==> src/rtl/mag_cmp_pkg.sv <==
package mag_cmp_pkg;

  // verdict carried between bit cells and between stages
  typedef struct packed {
    logic lt;
    logic eq;
    logic gt;
  } verdict_t;

  localparam verdict_t VERDICT_EQ = '{lt: 1'b0, eq: 1'b1, gt: 1'b0};

endpackage

==> src/rtl/mag_cmp_bit.sv <==
module mag_cmp_bit
  import mag_cmp_pkg::*;
(
  input  logic     a_i,
  input  logic     b_i,
  input  verdict_t low_i,
  output verdict_t res_o
);

  logic differ;

  assign differ = a_i ^ b_i;

  always_comb begin
    if (differ) begin
      res_o.gt = a_i;
      res_o.lt = b_i;
      res_o.eq = 1'b0;
    end else begin
      res_o = low_i;
    end
  end

endmodule

==> src/rtl/mag_cmp_stage.sv <==
module mag_cmp_stage
  import mag_cmp_pkg::*;
#(
  parameter int unsigned WIDTH = 4
) (
  input  logic [WIDTH-1:0] a_i,
  input  logic [WIDTH-1:0] b_i,
  input  logic             lt_i,
  input  logic             eq_i,
  input  logic             gt_i,
  output logic             lt_o,
  output logic             eq_o,
  output logic             gt_o
);

  // link[k] is the verdict after bit k-1; the LSB cell sees the cascade
  verdict_t link [WIDTH+1];

  assign link[0] = '{lt: lt_i, eq: eq_i, gt: gt_i};

  for (genvar k = 0; k < WIDTH; k++) begin : g_bit
    mag_cmp_bit u_bit (
      .a_i   (a_i[k]),
      .b_i   (b_i[k]),
      .low_i (link[k]),
      .res_o (link[k+1])
    );
  end

  assign lt_o = link[WIDTH].lt;
  assign eq_o = link[WIDTH].eq;
  assign gt_o = link[WIDTH].gt;

endmodule

==> src/rtl/mag_cmp_chain.sv <==
module mag_cmp_chain
  import mag_cmp_pkg::*;
#(
  parameter int unsigned SLICE_W    = 4,
  parameter int unsigned NUM_SLICES = 3,
  localparam int unsigned DATA_W    = SLICE_W * NUM_SLICES
) (
  input  logic [DATA_W-1:0] a_i,
  input  logic [DATA_W-1:0] b_i,
  output logic              lt_o,
  output logic              eq_o,
  output logic              gt_o
);

  logic [NUM_SLICES:0] c_lt, c_eq, c_gt;

  // lowest stage starts from a tie
  assign c_lt[0] = VERDICT_EQ.lt;
  assign c_eq[0] = VERDICT_EQ.eq;
  assign c_gt[0] = VERDICT_EQ.gt;

  for (genvar s = 0; s < NUM_SLICES; s++) begin : g_stage
    mag_cmp_stage #(.WIDTH(SLICE_W)) u_stage (
      .a_i  (a_i[s*SLICE_W +: SLICE_W]),
      .b_i  (b_i[s*SLICE_W +: SLICE_W]),
      .lt_i (c_lt[s]),
      .eq_i (c_eq[s]),
      .gt_i (c_gt[s]),
      .lt_o (c_lt[s+1]),
      .eq_o (c_eq[s+1]),
      .gt_o (c_gt[s+1])
    );
  end

  assign lt_o = c_lt[NUM_SLICES];
  assign eq_o = c_eq[NUM_SLICES];
  assign gt_o = c_gt[NUM_SLICES];

endmodule

==> config.mk <==
export PLATFORM = sky130hd
export DESIGN_NAME = mag_cmp_chain
export DESIGN_NICKNAME = d
export VERILOG_FILES = /design/src/rtl/mag_cmp_pkg.sv /design/src/rtl/mag_cmp_bit.sv /design/src/rtl/mag_cmp_stage.sv /design/src/rtl/mag_cmp_chain.sv
export SDC_FILE = /design/constraint.sdc
export NUM_CORES = 1
export LEC_CHECK = 0
export BUFFER_PORTS_ARGS = -buffer_cell sky130_fd_sc_hd__buf_2
export CAP_MARGIN = 20
export CORE_UTILIZATION = 36
export DETAILED_ROUTE_END_ITERATION = 12
export PLACE_DENSITY = 0.66
export REMOVE_ABC_BUFFERS = 1
export SETUP_SLACK_MARGIN = 0.05
export SLEW_MARGIN = 40
export SYNTH_ARGS = -nofsm -noshare
export SYNTH_HDL_FRONTEND = slang
export SYNTH_HIERARCHICAL = 1
export SYNTH_SLANG_ARGS = --single-unit
==> constraint.sdc <==
create_clock -name vclk -period 5
set_clock_uncertainty 0.15 [all_clocks]
set_input_delay 0.25 -clock vclk [all_inputs]
set_output_delay 0.25 -clock vclk [all_outputs]
set_load 0.1 [all_outputs]
==> flow_metrics.py <==
metrics = {
    "logic_synthesis": {
        "cell_type_with_the_highest_aggregate_area_in_the_netlist": "maj3_2",
        "syn_inst": 86,
        "yosysTopAreaCellShare_pct": 26.09,
        "synth_seq_area_share_pct": 0,
        "yosys-top-cells-area": "maj3_2, xnor2_1, and2_1, o21ai_0, inv_2",
        "synth.cell_area_um2": 518.0,
        "syn_avg_cell_area_um2": 6.023,
        "netlist-cell-type-count": 8,
        "synth-warning-count": 6,
    },
    "grt": {
        "global_route.usage.total_pct": 12.96,
        "first_global_vias": 471,
        "grt_first_pass_wirelength_um": 1511,
        "grt_antenna_before_repair": 0,
        "globalRouteOverflowTotal": 0,
        "grt_max_degree": 5,
    },
    "pwr": {
        "cell_internal_pwr_uw": 30.91,
        "seq_power_share_pct": 0,
        "clock_power_share_pct": 0,
        "power_leakage_nw": 0.3409,
        "power.switching_uw": 38.77,
        "vdd_drop_max_mv": 0.03579,
        "switching_portion_of_total_power_pct": 55.64,
        "power.density_cell_area_nw_per_um2": 101.3,
        "power.combinational.fraction_pct": 100.0,
    },
    "routing": {
        "antenna_violating_nets_post_route": 0,
        "drc": 0,
        "initialDrtViolationCount": 3,
        "via_count": 593,
        "post_drt_via_cell_ratio": 4.562,
        "wire_per_inst_um": 6.908,
        "postRouteWirelength_um": 898,
        "first_drt_pass_iteration_count": 2,
    },
    "sta": {
        "finalCriticalPeriod_ps": 4770,
        "fmax_mhz": 209.6,
        "final_hold_viol_count": 0,
        "layout_worst_path_cycle_share_pct": 95.40,
        "layout_setup_ws_ps": 230.1,
        "unrepaired_setup_endpoints_after_global_routing": "no",
        "final-max-slew-violation-count": 0,
        "setup_viol_count_final": 0,
    },
    "layout": {
        "final_cell_count_without_fillers": 130,
        "clkbuf_count": 0,
        "mostFrequentLayoutCell": "buf_2",
        "num-fill-cells": 138,
        "area.growth.synth_to_final_pct": 32.85,
        "storage_cell_area_um2": 0,
        "fin_nets": 141,
        "layout.cell_area.non_filler_um2": 688.2,
        "diodes": 0,
        "share_of_final_layout_standard_cells_stronger_than_drive_strength_1_pct": 44.35,
        "layout.sequential_cells": 0,
    },
    "place": {
        "portBuffers": 27,
        "gpl.final_weighted_congestion": 0.7138,
        "detailedPlace.worstSlack_ps": 204.1,
        "final_hpwl_dp_um": 870.7,
        "post_dp_area_um2": 679.4,
        "numPlacedInstances": 130,
    },
    "floorplan": {
        "dieWidth_um": 39.93,
        "fp.coreArea_um2": 1318,
        "ioPinCount": 27,
        "floorplan.initialDensity_pct": 39.32,
        "placementRows": 13,
        "die_area_um2": 1594,
        "dieHeight_um": 39.93,
    },
    "hold_path": {
        "hold_path.class": "input pin to primary output",
    },
    "run_status": {
        "status": "finished clean",
    },
    "critical_path": {
        "cpMaxStageDelayCell": "maj3_2",
        "path_class": "input pin to primary output",
        "cp_num_buf_inv": 3,
        "crit_path_cell_trace": "buf_2 > inv_2 > maj3_2 > maj3_2 > maj3_2 > maj3_2 > maj3_2 > maj3_2 > maj3_2 > maj3_2 > maj3_2 > maj3_2 > maj3_2 > maj3_2 > buf_2",
        "critical_path.top_delay_family": "adder cells",
        "timing.critical_path.required_ps": 4600,
        "critical_path_arrival_ps": 4370,
        "worstPathMaxFanout": 4,
        "cp-end-kind": "primary output",
        "timing.critical_path.from_type": "input pin",
        "slowest_delay_ps": 320,
        "most_common_cell_on_crit_path": "maj3_2",
    },
    "clock_tree": {
        "cts_setup_buffers": 0,
        "hold_buffer_count_at_cts": 0,
    },
    "run": {
        "max_cap_violations": 0,
    },
}
==> logic make-up (layout without fill, tap and decap cells) <==
logic type / count (synthesis) / count (layout) / share of synthesized area (%)
adder cells (fa/ha/maj): 12 / 12 / 26.09
buffers and inverters: 12 / 39 / 8.695
AO/OA/AOI/OAI: 12 / 12 / 11.59
AND/OR/NAND/NOR: 36 / 36 / 31.88
other: 2 / 4 / 1.450
XOR/XNOR: 12 / 12 / 20.29
==> final cells by class <==
class              instances  area [um2]  area share [%]
multi-input cells         76       480.5           69.82
well taps                 15       18.77           2.727
repair buffers            27       143.9           20.91
inverters                 12       45.04           6.545
==> Yosys cell counts <==
library cell / count
and2_1: 12
conb_1: 2
inv_2: 12
maj3_2: 12
nand2_1: 12
nor2_1: 12
o21ai_0: 12
xnor2_1: 12
==> repair_timing <==
| action | CTS | global route |
|---|---|---|
| endpoints found under the setup margin | 0 | 1 |
| resized for setup | 0 | 6 |
| endpoints found under the hold margin | 0 | 0 |
==> metrics by stage <==
stage / hold WS (ps) / TNS [ps] / power (mW) / utilization (%)
after floorplan: 851.4 / -344.9 / 0.04667 / -
after global placement: 817.9 / 0 / 0.06717 / 51.57
after detailed placement: 828.3 / 0 / 0.06880 / 51.57
after CTS: 828.7 / 0 / 0.06895 / 51.57
after global routing: 825.6 / 0 / 0.07811 / 52.23
final: 776.1 / 0 / 0.06968 / 52.23
==> per-layer routing <==
layer / GRT usage (%) / vias up / share of wire [%] / wire [um]
li1: - / 322 / - / -
met1: 11.84 / 256 / 37 / 332
met2: 31.05 / 15 / 57 / 515
met3: 0 / 0 / 5.6 / 50
met4: 0 / 0 / 0 / 0
met5: 0 / - / 0 / 0
==> power groups by stage <==
| stage | sequential, mW | combinational, mW | clock [mW] |
|---|---|---|---|
| finish | 0 | 0.0697 | 0 |
| global route | 0 | 0.0781 | 0 |
| CTS | 0 | 0.0689 | 0 |
| detailed placement | 0 | 0.0688 | 0 |
| global placement | 0 | 0.0672 | 0 |
| floorplan | 0 | 0.0467 | 0 |
==> final timing paths <==
| check | from | to | slack (ps) | depth (start not counted) |
|---|---|---|---|---|
| max | a_i[0] | lt_o | 230 | 15 |
| min | b_i[11] | gt_o | 780 | 3 |
No activity file was read; power rests on OpenSTA's default activity.
